$ cat src/rtl/mbrf_pkg.sv
package mbrf_pkg;

    localparam int STW = 32;

    typedef logic [4:0] mode_t;

    localparam mode_t MD_USR = 5'h10;
    localparam mode_t MD_FIQ = 5'h11;
    localparam mode_t MD_IRQ = 5'h12;
    localparam mode_t MD_SVC = 5'h13;
    localparam mode_t MD_ABT = 5'h17;
    localparam mode_t MD_UND = 5'h1B;
    localparam mode_t MD_SYS = 5'h1F;

    typedef enum logic [2:0] {
        BK_SHARED = 3'd0,
        BK_FIQ    = 3'd1,
        BK_IRQ    = 3'd2,
        BK_SVC    = 3'd3,
        BK_ABT    = 3'd4,
        BK_UND    = 3'd5
    } bank_e;

    localparam int NBANK = 6;

    typedef struct packed {
        logic [3:0]  flags;
        logic [19:0] rsvd;
        logic        irq_off;
        logic        fiq_off;
        logic        aux;
        mode_t       mode;
    } status_t;

    localparam status_t STATUS_RESET = '{flags: 4'h0, rsvd: 20'h0, irq_off: 1'b1,
                                         fiq_off: 1'b1, aux: 1'b0, mode: MD_SVC};

    function automatic bank_e bank_of(input mode_t m);
        case (m)
            MD_FIQ:  return BK_FIQ;
            MD_IRQ:  return BK_IRQ;
            MD_SVC:  return BK_SVC;
            MD_ABT:  return BK_ABT;
            MD_UND:  return BK_UND;
            default: return BK_SHARED;
        endcase
    endfunction

endpackage

$ cat src/rtl/mbrf_shared.sv
module mbrf_shared
    import mbrf_pkg::*;
#(
    parameter int DATA_W = 32,
    parameter int NSHARED = 13
) (
    input  logic              clk,
    input  logic              rst,
    input  logic              wr_en,
    input  logic [3:0]        wr_addr,
    input  logic [DATA_W-1:0] wr_data,
    input  logic [3:0]        rd_addr_a,
    input  logic [3:0]        rd_addr_b,
    output logic [DATA_W-1:0] rd_a,
    output logic [DATA_W-1:0] rd_b,
    output logic [DATA_W-1:0] pc_q
);
    localparam logic [3:0] PC_IDX = 4'd15;

    logic [DATA_W-1:0] regs [NSHARED];

    for (genvar g = 0; g < NSHARED; g++) begin : g_reg
        always_ff @(posedge clk) begin
            if (rst) begin
                regs[g] <= '0;
            end else if (wr_en && wr_addr == 4'(g)) begin
                regs[g] <= wr_data;
            end
        end
    end

    always_ff @(posedge clk) begin
        if (rst) begin
            pc_q <= '0;
        end else if (wr_en && wr_addr == PC_IDX) begin
            pc_q <= wr_data;
        end
    end

    always_comb begin
        rd_a = '0;
        rd_b = '0;
        if (int'(rd_addr_a) < NSHARED) rd_a = regs[rd_addr_a];
        if (int'(rd_addr_b) < NSHARED) rd_b = regs[rd_addr_b];
    end

    AST_PC_HOLD: assert property (@(posedge clk) disable iff (rst)
        !(wr_en && wr_addr == PC_IDX) |=> $stable(pc_q)) else $error("pc moved");

endmodule

$ cat src/rtl/mbrf_banked.sv
module mbrf_banked
    import mbrf_pkg::*;
#(
    parameter int DATA_W = 32
) (
    input  logic              clk,
    input  logic              rst,
    input  logic              wr_sp,
    input  logic              wr_lr,
    input  logic [DATA_W-1:0] wr_data,
    input  bank_e             cur_bank,
    input  logic              exc_ok,
    input  bank_e             exc_bank,
    input  logic [DATA_W-1:0] exc_addr,
    output logic [DATA_W-1:0] sp_cur,
    output logic [DATA_W-1:0] lr_cur
);
    logic [DATA_W-1:0] sp_all [NBANK];
    logic [DATA_W-1:0] lr_all [NBANK];

    for (genvar g = 0; g < NBANK; g++) begin : g_bank
        logic [DATA_W-1:0] sp_r;
        logic [DATA_W-1:0] lr_r;
        always_ff @(posedge clk) begin
            if (rst) begin
                sp_r <= '0;
                lr_r <= '0;
            end else begin
                if (wr_sp && cur_bank == bank_e'(g)) sp_r <= wr_data;
                if (exc_ok && exc_bank == bank_e'(g)) begin
                    lr_r <= exc_addr;
                end else if (wr_lr && cur_bank == bank_e'(g)) begin
                    lr_r <= wr_data;
                end
            end
        end
        assign sp_all[g] = sp_r;
        assign lr_all[g] = lr_r;
    end

    assign sp_cur = sp_all[cur_bank];
    assign lr_cur = lr_all[cur_bank];

    AST_EXC_LINK: assert property (@(posedge clk) disable iff (rst)
        exc_ok |=> lr_all[$past(exc_bank)] == $past(exc_addr)) else $error("link not loaded");

endmodule

$ cat src/rtl/mbrf_status.sv
module mbrf_status
    import mbrf_pkg::*;
(
    input  logic    clk,
    input  logic    rst,
    input  logic    st_wr_en,
    input  status_t st_wr_data,
    input  logic    sv_wr_en,
    input  status_t sv_wr_data,
    input  logic    exc_ok,
    input  bank_e   exc_bank,
    input  mode_t   exc_mode,
    input  logic    exc_return,
    output status_t cur_q,
    output status_t saved_sel,
    output bank_e   cur_bank
);
    status_t saved [NBANK];
    status_t cur_nxt;

    assign cur_bank  = bank_of(cur_q.mode);
    assign saved_sel = saved[cur_bank];

    always_comb begin
        cur_nxt = cur_q;
        if (exc_ok) begin
            cur_nxt.mode = exc_mode;
        end else if (exc_return && cur_bank != BK_SHARED) begin
            cur_nxt = saved_sel;
        end else if (st_wr_en) begin
            cur_nxt = st_wr_data;
        end
    end

    always_ff @(posedge clk) begin
        if (rst) begin
            cur_q <= STATUS_RESET;
            for (int i = 0; i < NBANK; i++) saved[i] <= '0;
        end else begin
            cur_q <= cur_nxt;
            if (exc_ok) begin
                saved[exc_bank] <= cur_q;
            end else if (sv_wr_en && cur_bank != BK_SHARED) begin
                saved[cur_bank] <= sv_wr_data;
            end
        end
    end

    AST_RESET_STATUS: assert property (@(posedge clk)
        rst |=> cur_q == STATUS_RESET) else $error("reset status");

    AST_EXC_SAVE: assert property (@(posedge clk) disable iff (rst)
        exc_ok |=> saved[$past(exc_bank)] == $past(cur_q) && cur_q.mode == $past(exc_mode))
        else $error("entry save");

    AST_RET_RESTORE: assert property (@(posedge clk) disable iff (rst)
        exc_return && !exc_ok && cur_bank != BK_SHARED |=> cur_q == $past(saved_sel))
        else $error("return restore");

    AST_NO_SAVED_SHARED: assert property (@(posedge clk) disable iff (rst)
        cur_bank == BK_SHARED |-> saved_sel == '0) else $error("saved visible");

endmodule

$ cat src/rtl/mode_banked_regfile.sv
module mode_banked_regfile
    import mbrf_pkg::*;
#(
    parameter int DATA_W = 32
) (
    input  logic              clk,
    input  logic              rst,
    input  logic [3:0]        rd_addr_a,
    output logic [DATA_W-1:0] rd_data_a,
    input  logic [3:0]        rd_addr_b,
    output logic [DATA_W-1:0] rd_data_b,
    input  logic              wr_en,
    input  logic [3:0]        wr_addr,
    input  logic [DATA_W-1:0] wr_data,
    output logic [DATA_W-1:0] pc_out,
    input  logic              st_wr_en,
    input  logic [31:0]       st_wr_data,
    input  logic              sv_wr_en,
    input  logic [31:0]       sv_wr_data,
    input  logic              exc_take,
    input  logic [4:0]        exc_mode,
    input  logic [DATA_W-1:0] exc_ret_addr,
    input  logic              exc_return,
    output logic [31:0]       cur_status,
    output logic [31:0]       saved_status
);
    localparam logic [3:0] SP_IDX = 4'd13;
    localparam logic [3:0] LR_IDX = 4'd14;
    localparam logic [3:0] PC_IDX = 4'd15;

    bank_e             cur_bank;
    bank_e             exc_bank;
    logic              exc_ok;
    status_t           cur_q;
    status_t           saved_sel;
    logic [DATA_W-1:0] sh_a, sh_b, sp_cur, lr_cur, pc_q;

    assign exc_bank = bank_of(exc_mode);
    assign exc_ok   = exc_take && (exc_bank != BK_SHARED);

    mbrf_shared #(.DATA_W(DATA_W), .NSHARED(13)) u_shared (
        .clk(clk), .rst(rst), .wr_en(wr_en), .wr_addr(wr_addr), .wr_data(wr_data),
        .rd_addr_a(rd_addr_a), .rd_addr_b(rd_addr_b), .rd_a(sh_a), .rd_b(sh_b), .pc_q(pc_q)
    );

    mbrf_banked #(.DATA_W(DATA_W)) u_banked (
        .clk(clk), .rst(rst),
        .wr_sp(wr_en && wr_addr == SP_IDX), .wr_lr(wr_en && wr_addr == LR_IDX),
        .wr_data(wr_data), .cur_bank(cur_bank), .exc_ok(exc_ok), .exc_bank(exc_bank),
        .exc_addr(exc_ret_addr), .sp_cur(sp_cur), .lr_cur(lr_cur)
    );

    mbrf_status u_status (
        .clk(clk), .rst(rst), .st_wr_en(st_wr_en), .st_wr_data(status_t'(st_wr_data)),
        .sv_wr_en(sv_wr_en), .sv_wr_data(status_t'(sv_wr_data)), .exc_ok(exc_ok),
        .exc_bank(exc_bank), .exc_mode(exc_mode), .exc_return(exc_return),
        .cur_q(cur_q), .saved_sel(saved_sel), .cur_bank(cur_bank)
    );

    function automatic logic [DATA_W-1:0] pick(input logic [3:0] a, input logic [DATA_W-1:0] sh);
        case (a)
            SP_IDX:  return sp_cur;
            LR_IDX:  return lr_cur;
            PC_IDX:  return pc_q;
            default: return sh;
        endcase
    endfunction

    assign rd_data_a    = pick(rd_addr_a, sh_a);
    assign rd_data_b    = pick(rd_addr_b, sh_b);
    assign pc_out       = pc_q;
    assign cur_status   = cur_q;
    assign saved_status = saved_sel;

    AST_IGNORE_BAD_ENTRY: assert property (@(posedge clk) disable iff (rst)
        exc_take && exc_bank == BK_SHARED && !st_wr_en && !exc_return |=> $stable(cur_status))
        else $error("bad entry acted");

endmodule

$ cat config.mk
export PLATFORM = sky130hd
export DESIGN_NAME = mode_banked_regfile
export DESIGN_NICKNAME = d
export VERILOG_FILES = /design/src/rtl/mbrf_pkg.sv /design/src/rtl/mbrf_shared.sv /design/src/rtl/mbrf_banked.sv /design/src/rtl/mbrf_status.sv /design/src/rtl/mode_banked_regfile.sv
export SDC_FILE = /design/constraint.sdc
export NUM_CORES = 2
export LEC_CHECK = 0
export ABC_AREA = 1
export BUFFER_PORTS_ARGS = -buffer_cell sky130_fd_sc_hd__buf_2
export CAP_MARGIN = 20
export CORE_MARGIN = 2
export CORE_UTILIZATION = 48
export CTS_CLUSTER_DIAMETER = 60
export DETAILED_ROUTE_END_ITERATION = 12
export GPL_TIMING_DRIVEN = 0
export PLACE_DENSITY = 0.63
export SETUP_SLACK_MARGIN = 0.02
export SLEW_MARGIN = 25
export SYNTH_ARGS = -nofsm -noshare
export SYNTH_HDL_FRONTEND = slang
export SYNTH_SLANG_ARGS = --single-unit
$ cat constraint.sdc
create_clock -name clk -period 6.1 [get_ports clk]
set_input_delay 0.61 -clock clk [delete_from_list [all_inputs] [get_ports clk]]
set_output_delay 0.61 -clock clk [all_outputs]
set_load 0.005 [all_outputs]
* Yosys cells after proc, flatten, opt, wreduce, memory -nomap -nowiden
Memories as Yosys holds them, arrays and structs flattened.
Cells that the tools add are included.
** Storage, ports and cells
- Memories kept :: 2
- Output and inout bits :: 160
- Bits in registers :: 448
- Bits in writable memories :: 608
** Operators by class
- Bitwise operators :: 15
- $lt $le $gt $ge :: 3
- Eq/ne operators :: 41
- Reductions and logical operators :: 53
- Multiplexer cells :: 94
** Memory list
- u_shared.regs :: words 13, width 32, rd ports 2, clocked after Yosys merged registers in 0, write ports 13, RTL line mbrf_shared.sv:20 : logic [DATA_W-1:0] regs [NSHARED];
- u_status.saved :: words 6, width 32, rd ports 1, clocked after Yosys merged registers in 0, write ports 6, RTL line mbrf_status.sv:18 : status_t saved [NBANK];
** Operator list (number)
- 2-to-1 mux 32 bit :: 35
- binary-select mux 32 bit (select 3 bit) :: 2
- one-hot mux 32 bit (3 select lines) :: 2
- OR reduction 32 bit :: 2
- == test 4 bit, second input constant :: 14
- == test 5 bit, second input constant :: 10
- 2-to-1 mux 1 bit :: 50
- logical AND 1 bit :: 37
- one-hot mux 3 bit (5 select lines) :: 2
- == test 4 x 3 -> 1 bit, second input constant :: 4
- nonzero test 2 bit :: 7
- bitwise OR 1 bit :: 13
- == test 3 x 2 -> 1 bit, second input constant :: 4
- == test 3 bit, second input constant :: 4
- nonzero test 3 bit :: 3
- == test 4 x 2 -> 1 bit, second input constant :: 2
- less-than comparator 4 bit, second input constant :: 2
- == test 3 x 1 -> 1 bit, second input constant :: 2
- zero test 3 bit :: 2
- 2-to-1 mux 3 bit :: 2
- 2-to-1 mux 5 bit :: 1
- == test 4 x 1 -> 1 bit, second input constant :: 1
- >= comparator 4 bit, second input constant :: 1
- zero test 4 bit :: 1
- other kinds (3) :: 3

* Longest topological paths before layout
- Word-level depth :: 10
- Gate-level depth with buffers :: 14
- Depth with buffers taken out :: 12

* Cells and area by module
From an unflattened synthesis, not the netlist that was laid out.
** Unflattened totals
- Cell total of the unflattened synthesis :: 8133
- Area total of the unflattened synthesis :: 58521.1 um2
** By module, submodules not included
- mbrf_shared :: sequential area each 13132.6 um2, cells each 2979, times used 1, area each 24006.8 um2
- mbrf_banked :: sequential area each 7687.4 um2, cells each 3449, times used 1, area each 20479.6 um2
- mbrf_status :: sequential area each 7247.0 um2, cells each 1306, times used 1, area each 12050.3 um2
- mode_banked_regfile :: sequential area each 0.0 um2, cells each 399, times used 1, area each 1984.4 um2

* Least setup slack after synthesis
OpenSTA, ideal clock, no wires.
- Kind :: input to register
- Start :: in wr_en
- End :: mem u_shared.regs[11][0] (enable)
- Path buffers :: 0
- Data arrival time :: 3.258 ns
- Stages :: 4
- Path slack :: 2.377 ns
- Data required time :: 5.634 ns
- Setup time :: 0.466 ns
- Cell sequence :: nand2_1 > nor2_1 > inv_1 > o21ai_0
** RTL lines
- start, declared :: RTL line mode_banked_regfile.sv:12 : input logic wr_en,
- end, declared :: RTL line mbrf_shared.sv:20

* Worst setup path in the final report
- Start :: reg, netlist name u_status.cur_q[0]
- End :: out rd_data_b[25]
** Between the ends
- Cells in the longest elaborated chain, start to end :: 7
- Elaborated cells on any way between the ends :: 14
- Classes of those cells :: eq/ne: 5; mux: 8; bitwise: 1
** Ends and longest elaborated chain
- == test 5 bit :: RTL line mbrf_pkg.sv:39 : case (m)
- one-hot mux 3 bit (5 select lines) (*) :: RTL line mbrf_pkg.sv:39
- NOT 3 -> 4 bit (implied by the code) (*) :: RTL line mbrf_banked.sv:41, mbrf_banked.sv:42
- binary-select mux 32 bit (select 3 bit) (on tied branches) :: RTL line mbrf_banked.sv:42, mbrf_banked.sv:41
- 2-to-1 mux 32 bit (on tied branches) (2 in series) :: RTL line mbrf_banked.sv:42, mbrf_banked.sv:41
- one-hot mux 32 bit (3 select lines) (*) :: RTL line mode_banked_regfile.sv:61 : case (a)
- end, declared :: RTL line mode_banked_regfile.sv:11 : output logic [DATA_W-1:0] rd_data_b,
Every way passes the cells marked *; elsewhere a longest branch is shown, timed or not. The select of a mux whose other input is x is not followed.

==> impl_metrics.env <==
export IMPL_h_tree_depth=3
export IMPL_cp_top_family="simple AND/OR/NAND/NOR gates"
export IMPL_clkPwrFrac=0.374
export IMPL_die_h_um=336
export IMPL_regArea_um2=27200
export IMPL_synth_top_area_cell="edfxtp_1"
export IMPL_io_pins=312
export IMPL_gp_congestion=1.05
export IMPL_status="completed"
export IMPL_cts_sinks=1056
export IMPL_setup_viol=0
export IMPL_fin_crit_sh=0.861
export IMPL_crit_required_ns=5.49
export IMPL_final_hold_viol_count=0
export IMPL_critical_path_max_stage_delay_ns=0.52
export IMPL_synth_cell_types=31
export IMPL_synth_xor_area_share=0
export IMPL_power_density_nw_per_um2=348
export IMPL_syn_area_um2=52800
export IMPL_final_common_cell="nand2_1"
export IMPL_p_int_mw=13.9
export IMPL_grt_first_pass_wirelength_um=348000
export IMPL_syn_to_final_growth_pct=16.1
export IMPL_tns_ns=0
export IMPL_path_class="flip-flop to primary output"
export IMPL_wirelength_um=249000
export IMPL_min_period_ns=5.25
export IMPL_synth_mux_area_frac=0
export IMPL_critPathCaptureType="primary output"
export IMPL_cts_hold_buffers=0
export IMPL_cts_clk_slew_worst_paths_ns=0.07
export IMPL_cts_tree="yes"
export IMPL_synthAdderAreaFrac=0
export IMPL_ys_seq_elements=1056
export IMPL_post_place_ws_ns=1.44
export IMPL_cts_repair_resized=0
export IMPL_cp_slowest_cell="dfxtp_1"
export IMPL_maxSlewViolCount=0
export IMPL_most_common_layout_cells="nand2_1 (1427), nor2_1 (875), a21oi_1 (768), nand3_1 (618), edfxtp_1 (608)"
export IMPL_grt_overflow=0
export IMPL_whs_ns=0.163
export IMPL_fillers=10400
export IMPL_grt_max_degree=25
export IMPL_nNetsFinal=7498
export IMPL_drt_iter0_drc=8061
export IMPL_final_util=0.562
export IMPL_placed_cells=8636
export IMPL_max_slew_worst_pin_slew_ns=1.17
export IMPL_rows=121
export IMPL_coreArea_um2=109000
export IMPL_synthFlopType="edfxtp_1"
export IMPL_stdcell_area_um2=61300
export IMPL_hp_class="input port to flip-flop"
export IMPL_vias=54200
export IMPL_syn_avg_cell_area_um2=7.69
export IMPL_ys_warn_count=0
export IMPL_clockBufferDepth=3
export IMPL_die_w_um=336
export IMPL_cts_root_buf="clkbuf_16"
export IMPL_postPlaceCellArea_um2=56900
export IMPL_groute_usage_overall=0.429
export IMPL_stdcell_count=8875
export IMPL_yosysSeqAreaShare=0.516
export IMPL_arrival_ns=4.64
export IMPL_wl_per_cell_um=28.0
export IMPL_clock_skew_ns=0.0214
export IMPL_pwr_share_seq=0.383
export IMPL_multi_input_area_um2=21400
export IMPL_cts_buffers=121
export IMPL_drc=0
export IMPL_rsz0062_at_grt="no"
export IMPL_drtAntennaViolNets=0
export IMPL_leakagePower_nw=24.8
export IMPL_antenna_found_initial=9
export IMPL_p_sw_mw=7.48
export IMPL_timing_final_ws_setup_ns=0.849
export IMPL_synthCells=6859
export IMPL_synth_compound_gate_area_share=0.137
export IMPL_synth_top_area_frac=0.346
export IMPL_io_buffers=307
export IMPL_crit_buf_inv=4
export IMPL_p_total_mw=21.4
export IMPL_synth_edf_count=608
export IMPL_max_cap_violations=0
export IMPL_maxClockFrequency_mhz=190
export IMPL_path_max_fanout=10
export IMPL_crit_chain="nand2_1, inv_2, nand3_1, buf_2, clkbuf_1, o21ai_0, nand3b_1, nand2_1, nand3_1, nand4_1, buf_2"
export IMPL_synth_top_family_by_area="simple AND/OR/NAND/NOR gates"
export IMPL_comb_power_share=0.243
export IMPL_synthSimpleGateAreaFrac=0.263
export IMPL_die_area_um2=113000
export IMPL_cts_setup_buffers=0
export IMPL_via_per_inst=6.10
export IMPL_dr_pass1_iters=8
export IMPL_initial_core_util=0.484
export IMPL_clk_latency_ns=0.74
export IMPL_start_kind="flip-flop"
export IMPL_ys_async_sr_fraction=0
export IMPL_dp_hpwl_um=185000
export IMPL_netlist_top_cells_area="edfxtp_1 (35%), dfxtp_1 (17%), nand2_1 (10%), a21oi_1 (7.3%), nor2_1 (6.2%)"
export IMPL_max_vdd_ir_drop_v=0.000255
export IMPL_grt_pass1_vias=50100
export IMPL_max_slew_margin=0.220
export IMPL_final_layout_size_suffix_gt1_frac=0.0967
export IMPL_p_sw_frac=0.350
## synth_stat cells, types with 68 or more instances
cell type / n
dfxtp_1: 448
buf_1: 68
a22oi_1: 77
edfxtp_1: 608
nor2_1: 876
nand4_1: 266
o21ai_0: 493
nand2_1: 1435
buf_2: 82
a21oi_1: 768
inv_1: 537
clkbuf_1: 410
nand3_1: 618
## power by group through the flow
stage	registers, mW	logic [mW]	clock network (mW)
floorplan	8.28	2.49	0
global placement	8.33	4.82	0
detailed placement	8.31	4.94	0
CTS	8.17	4.96	7.93
global route	8.21	5.35	8.22
finish	8.18	5.18	7.99
## sequential cells by signal, indices dropped and copies added, names as in the netlist
| register | flops |
|---|---|
| u_banked.g_bank.lr_r | 192 |
| u_banked.g_bank.sp_r | 192 |
| u_shared.pc_q | 32 |
| u_shared.regs | 416 |
| u_status.cur_q | 32 |
| u_status.saved | 192 |
## tightest hold or removal path, delay by kind of cell
family | cells | cell delay [ns]
buffers and inverters | 1 | 0.10
and+or+nand+nor | 2 | 0.14
## layer usage
metal	wire length, um	vias to the layer above	track usage
met2	108000	3876	0.659
met4	22300	4	0.327
li1	-	23900	-
met5	32	-	0
met1	89500	25400	0.533
met3	28600	905	0.0862
## logic make-up (layout without fill, tap and decap cells)
family                 Yosys count  after routing
DFF                           1056           1056
other                            1             39
buffers and inverters         1141           1705
and+or+nand+nor               3265           3265
AOI/OAI and AO/OA             1396           1396
## area by class of cell
type	instances	area share
Inverter	573	0.0351
Antenna cell	7	0.000286
Timing Repair Buffer	333	0.0352
Buffer	568	0.0370
Clock inverter	67	0.0147
Multi-Input combinational cell	4693	0.349
Tap cell	1414	0.0289
Clock buffer	164	0.0558
Sequential cell	1056	0.444
## path summary, 6_finish.rpt
check	start	endpoint	slack (ns)	cells past startpoint
setup / recovery	u_status.cur_q[0]$_SDFFE_PP1P_	rd_data_b[25]	0.85	11
setup reg to reg	u_status.cur_q[4]$_SDFFE_PP1P_	u_status.saved[3][8]$_SDFFCE_PN0P_	2.67	12
hold reg to reg	u_banked.g_bank[0].lr_r[29]$_SDFFE_PP0P_	u_banked.g_bank[0].lr_r[29]$_SDFFE_PP0P_	0.46	2
hold / removal	exc_ret_addr[23]	u_banked.g_bank[1].lr_r[23]$_SDFFE_PP0P_	0.16	3
Power figures use the tool's default switching activity.
